[src/rtl/dmp_pkg.sv]
package dmp_pkg;
  localparam int unsigned CORE_DIV = 4;
  localparam int unsigned PH_W     = 3;
  typedef logic [PH_W-1:0] ph_t;
  localparam ph_t PH_FIRST   = ph_t'(0);
  localparam ph_t PH_LAST    = ph_t'(CORE_DIV - 1);
  localparam ph_t PH_SWALLOW = ph_t'(CORE_DIV);
endpackage

[src/rtl/dmp_core45.sv]
module dmp_core45
  import dmp_pkg::*;
(
  input  logic clk_i,
  input  logic rst_ni,
  input  logic stretch_i,
  output ph_t  ph_o,
  output logic wrap_o
);
  ph_t ph_q;

  // Stretch at the last phase inserts one extra (swallow) phase.
  always_comb wrap_o = (ph_q == PH_SWALLOW) || ((ph_q == PH_LAST) && !stretch_i);

  always_ff @(posedge clk_i or negedge rst_ni) begin
    if (!rst_ni)     ph_q <= PH_FIRST;
    else if (wrap_o) ph_q <= PH_FIRST;
    else             ph_q <= ph_q + ph_t'(1);
  end

  assign ph_o = ph_q;
endmodule

[src/rtl/dmp_stage_chain.sv]
module dmp_stage_chain #(
  parameter int unsigned STG_LO = 1,
  parameter int unsigned STG_HI = 3
) (
  input  logic clk_i,
  input  logic rst_ni,
  input  logic hi_i,
  input  logic adv_i,
  output logic term_o
);
  logic [STG_HI-1:0] st_q;
  logic [STG_HI-1:0] act;
  logic [STG_HI-1:0] carry;

  for (genvar k = 0; k < STG_HI; k++) begin : g_stg
    if (k < STG_LO) begin : g_always
      assign act[k] = 1'b1;
    end else begin : g_hi_only
      assign act[k] = hi_i;
    end

    if (k == 0) begin : g_c0
      assign carry[k] = adv_i;
    end else begin : g_cn
      assign carry[k] = carry[k-1] & (st_q[k-1] | ~act[k-1]);
    end

    always_ff @(posedge clk_i or negedge rst_ni) begin
      if (!rst_ni)       st_q[k] <= 1'b0;
      else if (!act[k])  st_q[k] <= 1'b0;
      else if (carry[k]) st_q[k] <= ~st_q[k];
    end
  end

  // Terminal when every active stage is at one.
  assign term_o = &(st_q | ~act);
endmodule

[src/rtl/dual_mod_prescaler.sv]
module dual_mod_prescaler
  import dmp_pkg::*;
#(
  parameter int unsigned P_LO = 8,
  parameter int unsigned P_HI = 32
) (
  input  logic clk_i,
  input  logic rst_ni,
  input  logic psel_i,
  input  logic mod_i,
  output logic div_o
);
  localparam int unsigned STG_LO = $clog2(P_LO / CORE_DIV);
  localparam int unsigned STG_HI = $clog2(P_HI / CORE_DIV);

  ph_t  core_ph;
  logic core_wrap;
  logic term;
  logic mod_q;
  logic stretch;
  logic period_end;
  logic div_q;

  // Capture modulus once, at the start of the terminal core cycle.
  always_ff @(posedge clk_i or negedge rst_ni) begin
    if (!rst_ni)                          mod_q <= 1'b0;
    else if (term && core_ph == PH_FIRST) mod_q <= mod_i;
  end

  assign stretch    = term & mod_q;
  assign period_end = core_wrap & term;

  dmp_core45 u_core (
    .clk_i     (clk_i),
    .rst_ni    (rst_ni),
    .stretch_i (stretch),
    .ph_o      (core_ph),
    .wrap_o    (core_wrap)
  );

  dmp_stage_chain #(
    .STG_LO (STG_LO),
    .STG_HI (STG_HI)
  ) u_stages (
    .clk_i  (clk_i),
    .rst_ni (rst_ni),
    .hi_i   (psel_i),
    .adv_i  (core_wrap),
    .term_o (term)
  );

  always_ff @(posedge clk_i or negedge rst_ni) begin
    if (!rst_ni) div_q <= 1'b0;
    else         div_q <= period_end;
  end

  assign div_o = div_q;
endmodule

[config.mk]
export PLATFORM = sky130hd
export DESIGN_NAME = dual_mod_prescaler
export DESIGN_NICKNAME = d
export VERILOG_FILES = /design/src/rtl/dmp_pkg.sv /design/src/rtl/dmp_core45.sv /design/src/rtl/dmp_stage_chain.sv /design/src/rtl/dual_mod_prescaler.sv
export SDC_FILE = /design/constraint.sdc
export NUM_CORES = 1
export LEC_CHECK = 0
export ABC_CLOCK_PERIOD_IN_PS = 2800
export CORE_AREA = 2 2 39 41
export DETAILED_ROUTE_END_ITERATION = 12
export DIE_AREA = 0 0 41 43
export PLACE_DENSITY = 0.59
export REMOVE_ABC_BUFFERS = 1
export SYNTH_ARGS = -nofsm -noshare
export SYNTH_HDL_FRONTEND = slang
export SYNTH_SLANG_ARGS = --single-unit
export TNS_END_PERCENT = 1
[constraint.sdc]
create_clock -name clk_i -period 2.8 [get_ports clk_i]
set_input_delay 0.28 -clock clk_i [delete_from_list [all_inputs] [get_ports clk_i]]
set_output_delay 0.28 -clock clk_i [all_outputs]
set_load 0.05 [all_outputs]
# [Word level (Yosys, flattened, before mapping)]
# Cells that the tools add are included.
[totals] output_inout_bits=1 in_bits=4 reg_bits=8 elab_cells=33
[op_classes] reduce_logical=6 addsub=1 n_mux=5 n_bitwise=11 eq_ne=4
[op_table] operator="bitwise AND 1 bit" count=4
[op_table] operator="two-way mux 1 bit" count=4
[op_table] operator="!= test 2 x 1 -> 1 bit, second input constant" count=2
[op_table] operator="NOT 1 bit" count=4
[op_table] operator="adder 3 x 1 -> 3 bit, second input constant" count=1
[op_table] operator="equality test 3 x 2 -> 1 bit, second input constant" count=1
[op_table] operator="equality test 3 bit, second input constant" count=1
[op_table] operator="logical NOT 3 bit" count=1
[op_table] operator="two-way mux 3 bit" count=1
[op_table] operator="NOT 3 bit" count=1
[op_table] operator="OR 3 bit" count=1
[op_table] operator="AND reduction 3 bit" count=1
[op_table] operator="logical AND 1 bit" count=2
[op_table] operator="logical NOT 1 bit" count=1
[op_table] operator="logical OR 1 bit" count=1
[op_table] operator="OR 1 bit" count=1

# [Depth between registers and ports, before layout]
[logic_depth] depth_word=11 mapped_depth=5 depth_no_buf=5

# [Hierarchy]
# A second synthesis with hierarchy kept.
[hier_totals] hier_cells=32 hier_area_um2=387.9
[by_module_without_submodules] module="dmp_core45" seq_area_each_um2=75.1 area_per_inst_um2=155.1 cells_per_inst=13 instances=1
[by_module_without_submodules] module="dmp_stage_chain" seq_area_each_um2=75.1 area_per_inst_um2=143.9 cells_per_inst=13 instances=1
[by_module_without_submodules] module="dual_mod_prescaler" seq_area_each_um2=50.0 area_per_inst_um2=88.8 cells_per_inst=6 instances=1

# [Worst setup path before layout]
# Ideal clock, no wire load.
[synth_path] path_type="register to register" from="reg u_core.ph_q[0] (netlist: u_core.ph_o[0])" to="reg u_stages.st_q[1]" setup_slack_ps=1314 arrival_time_ps=1365 stages_incl_launch_ff=6 t_required_ps=2680 setup_ps=120 period_less_slack_ps=1486 n_path_buf=0 cell_sequence="dfrtp_1 > ha_1 > ha_1 > a21oi_1 > and4bb_2 > a41o_1"
[synth_via] elab_chain_cells=5 elab_cells_between_ends=6 classes_between="eq/ne: 3; bitwise: 1; reduce/logical: 2"
[synth_lines] item="start: declaration" line="dmp_core45.sv:10" text="ph_t ph_q;"
[synth_lines] item="start signal: assignment" line="dmp_core45.sv:18" text="else ph_q <= ph_q + ph_t'(1);"
[synth_lines] item="equality test 3 x 2 -> 1 bit" line="dmp_core45.sv:13" text="always_comb wrap_o = (ph_q == PH_SWALLOW) || ((ph_q == PH_LAST) && !stretch_i);"
[synth_lines] item="logical AND 1 bit" line="dmp_core45.sv:13"
[synth_lines] item="logical OR 1 bit (*)" line="dmp_core45.sv:13"
[synth_lines] item="bitwise AND 1 bit (*)" line="dmp_stage_chain.sv:25" text="assign carry[k] = carry[k-1] & (st_q[k-1] | ~act[k-1]);"
[synth_lines] item="!= test 2 x 1 -> 1 bit (no line) (*)"
[synth_lines] item="end signal: indexed assignment" line="dmp_stage_chain.sv:31" text="else if (carry[k]) st_q[k] <= ~st_q[k];"
[synth_lines] item="end: declaration" line="dmp_stage_chain.sv:11" text="logic [STG_HI-1:0] st_q;"
# Every way passes the cells marked *; elsewhere a longest branch is shown, timed or not.
# A chain may end at the register's enable or synchronous reset.

# [Worst setup path in the final report]
[layout_path] from="reg div_q (netlist: div_o)" to="out div_o"
[layout_lines] item="start: declaration" line="dual_mod_prescaler.sv:22" text="logic div_q;"
[layout_lines] item="start signal: assignment" line="dual_mod_prescaler.sv:54" text="else div_q <= period_end;"
[layout_lines] item="end: declaration" line="dual_mod_prescaler.sv:11" text="output logic div_o"
# No word-level cell between the ends.

==> results.py <==
metrics = {
    "status": {
        "status": "finished clean",
    },
    "critical_path": {
        "crit_buf_inv": 1,
        "critPathMaxStageDelay_ps": 790,
        "start_kind": "flop",
        "worst_path_max_delay_cell": "clkdlybuf4s50_1",
        "cp_top_family": "buffers and inverters",
        "cp_data_arrival_time_ps": 1360,
        "ff2ff_path_depth": 5,
        "cp.depth": 1,
        "timing.rr.start": "u_core.ph_o[0]$_DFF_PN0_",
        "cp-startpoint": "div_o$_DFF_PN0_",
        "crit_chain": "clkdlybuf4s50_1",
        "cp_max_fo": 1,
        "cp-end-kind": "output port",
        "path_class": "flop to output port",
        "crit_required_ps": 2520,
    },
    "detailed_routing": {
        "antenna_left": 0,
        "wl_per_cell_um": 11.3,
        "firstDrtPassIters": 3,
        "drc": 0,
        "drt_wl_total_um": 724,
        "via_per_inst": 4.89,
        "dr_total_vias": 313,
        "drt_iter0_drc": 8,
    },
    "power": {
        "intPower_uw": 292,
        "powerDensity_mw_per_mm2": 945,
        "power_uw": 470,
        "p_comb_share_pct": 37.2,
        "cellLeakagePower_uw": 0.000225,
        "seqPwrFrac_pct": 44.4,
        "swShare_pct": 37.9,
        "switchingPower_uw": 178,
        "pwr-share-clk_pct": 18.4,
        "max-vdd-ir-drop_mv": 0.361,
    },
    "synthesis": {
        "yosys_warnings": 0,
        "yosysTopAreaCell": "dfrtp_1",
        "syn_area_per_cell_um2": 10.1,
        "yosys-top-cells-area": "dfrtp_1 47%, ha_1 8.8%, nand2_1 5.3%, a21oi_1 4.7%, inv_1 3.5%",
        "ys.flop_type": "dfrtp_1",
        "synthCells": 42,
        "async_flop_share_pct": 100,
        "ys_top_cells_by_count": "8 x dfrtp_1, 6 x nand2_1, 4 x a21oi_1, 4 x inv_1, 3 x ha_1",
        "synth.cell_area_um2": 425,
        "ys_types": 20,
        "synth.most_common_cell": "dfrtp_1",
        "netlist.area_leader.share_pct": 47.1,
        "synth_edf_count": 0,
        "synth_seq_cells": 8,
        "ys_seq_area_share_pct": 47.1,
    },
    "global_route": {
        "grt_use_met3_pct": 7.85,
        "grt_util_all_layers_pct": 11.8,
        "antenna_found_initial": 0,
        "top_usage_layer": "met2",
        "grt_pass1_vias": 317,
        "grt_util_met2_pct": 16.3,
        "grt_pass1_wl_mm": 1.28,
        "use_met1_pct": 12.5,
        "grt_overflow_total": 0,
        "grt_max_degree": 10,
    },
    "placed_design": {
        "placement.io_buffers": 4,
        "gp_congestion": 0.693,
        "dp_hpwl_um": 520,
        "dpl_cell_area_um2": 474,
        "post-place-ws_ps": 1170,
    },
    "layout": {
        "multi_input_area_um2": 199,
        "antenna_cells": 0,
        "final_layout_size_suffix_gt1_share_pct": 14.6,
        "fillers": 142,
        "fin_nets": 57,
        "register_area_um2": 200,
        "syn_to_final_growth_pct": 16.8,
        "finalInstanceArea_um2": 497,
    },
    "sta": {
        "rsz0062_at_grt": "no",
        "drv_slew": 0,
        "fin_worst_skew_ps": 7.12,
        "fin_tns_setup_ps": 0,
        "hold_viol": 0,
        "fin_ws_ps": 1160,
        "fmax_mhz": 611,
        "period_needed_ps": 1640,
        "finalCritPeriodShare_pct": 58.4,
        "setup_viol": 0,
        "maxSlewHeadroom_pct": 67.4,
        "worstMarginPinSlew_ps": 487,
    },
    "floorplan": {
        "core_region_area_mm2": 0.00138,
        "die-width_um": 41,
        "start_util_pct": 30.7,
        "fp-row-count": 14,
        "die_area_mm2": 0.00176,
        "io_pins": 5,
        "die_h_um": 43,
    },
    "clock_tree": {
        "hold_buffers": 0,
        "cts_sinks": 8,
        "htreeDepth": 1,
        "tritoncts": "built",
        "ctsLongestPathBuffers": 2,
        "clk_latency_ps": 250,
        "clkTransAtPathRegs_ps": 50,
        "post_cts_buffers": 0,
        "numCtsBuffers": 3,
        "cts_resized": 0,
        "clockRootBuffer": "clkbuf_4",
    },
    "flow_run": {
        "drv_cap": 0,
    },
    "hold_path": {
        "min_path_type": "input port to asynchronous set/reset pin",
    },
}
-- cells by family after synthesis --
group | count (synthesis) | share of synthesized area [%]
muxes | 1 | 2.65
AOI/OAI and AO/OA | 9 | 13.5
adders and majority gates | 3 | 8.82
and+or+nand+nor | 16 | 21.8
buffers and inverters | 5 | 6.18
DFF | 8 | 47.1
-- power groups by stage --
stage / Clock (µW) / Combinational, µW / Sequential, µW
finish: 86.2 / 175 / 209
detailed placement: 0 / 176 / 209
global placement: 0 / 174 / 210
floorplan: 0 / 130 / 209
global route: 101 / 207 / 216
CTS: 93.2 / 176 / 207
-- per-stage QoR --
stage / util [%] / hold WS, ps / cells
after global placement: 34.3 / 458 / 61
after CTS: 35.9 / 312 / 64
after detailed placement: 34.3 / 463 / 61
final: 35.9 / 301 / 64
after floorplan: - / -15.6 / 41
after global routing: 35.9 / 321 / 64
-- registers in the layout, summed over array words and instances, names as in the netlist --
register and count:
mod_q 1, u_stages.st_q 3, u_core.ph_o 3, div_o 1
-- worst reg2reg max path, delay by kind of cell (launching register included) --
family / cells / cell delay, ps
AO/OA/AOI/OAI: 2 / 430
adder cells (fa/ha/maj): 2 / 420
flip-flops: 1 / 390
AND/OR/NAND/NOR: 1 / 270
-- cell type report --
| cell class | instances | area share [%] |
|---|---|---|
| flip-flops and latches | 8 | 40.3 |
| multi-input cells | 29 | 40.1 |
| repair buffers | 4 | 8.06 |
| inverters | 4 | 3.02 |
| well taps | 16 | 4.03 |
| clock buffers | 3 | 4.53 |
-- path summary, 6_finish.rpt --
kind,endpoint,slack [ps]
max,div_o,1160
min,u_stages.st_q[2]$_DFFE_PN0P_,300
max reg2reg,u_stages.st_q[1]$_DFFE_PN0P_,1180
min reg2reg,u_core.ph_o[0]$_DFF_PN0_,460
max in group asynchronous,mod_q$_DFFE_PN0P_,2230
min in group clk_i,u_core.ph_o[0]$_DFF_PN0_,460
-- cell usage in the layout (no fill, tap or decap) --
| cell | count |
|---|---|
| nand4_1 | 1 |
| clkbuf_4 | 3 |
| a21bo_2 | 1 |
| a41o_1 | 1 |
| clkdlybuf4s50_1 | 4 |
| o21ai_1 | 1 |
| mux2_2 | 1 |
| o22ai_1 | 1 |
| a31oi_1 | 1 |
| nand3_1 | 2 |
| nand2_2 | 1 |
| inv_1 | 4 |
| a21oi_1 | 4 |
| nor3b_1 | 2 |
| or4b_1 | 1 |
| and4bb_2 | 1 |
| dfrtp_1 | 8 |
| nand2_1 | 6 |
| ha_1 | 3 |
| nor2_1 | 1 |
| nand2b_1 | 1 |
-- layer usage --
layer | up-vias | wire length [µm]
li1 | 160 | -
met1 | 142 | 321
met2 | 9 | 342
met3 | 2 | 46
met4 | 0 | 14
met5 | - | 0
No activity file was read; power rests on OpenSTA's default activity.
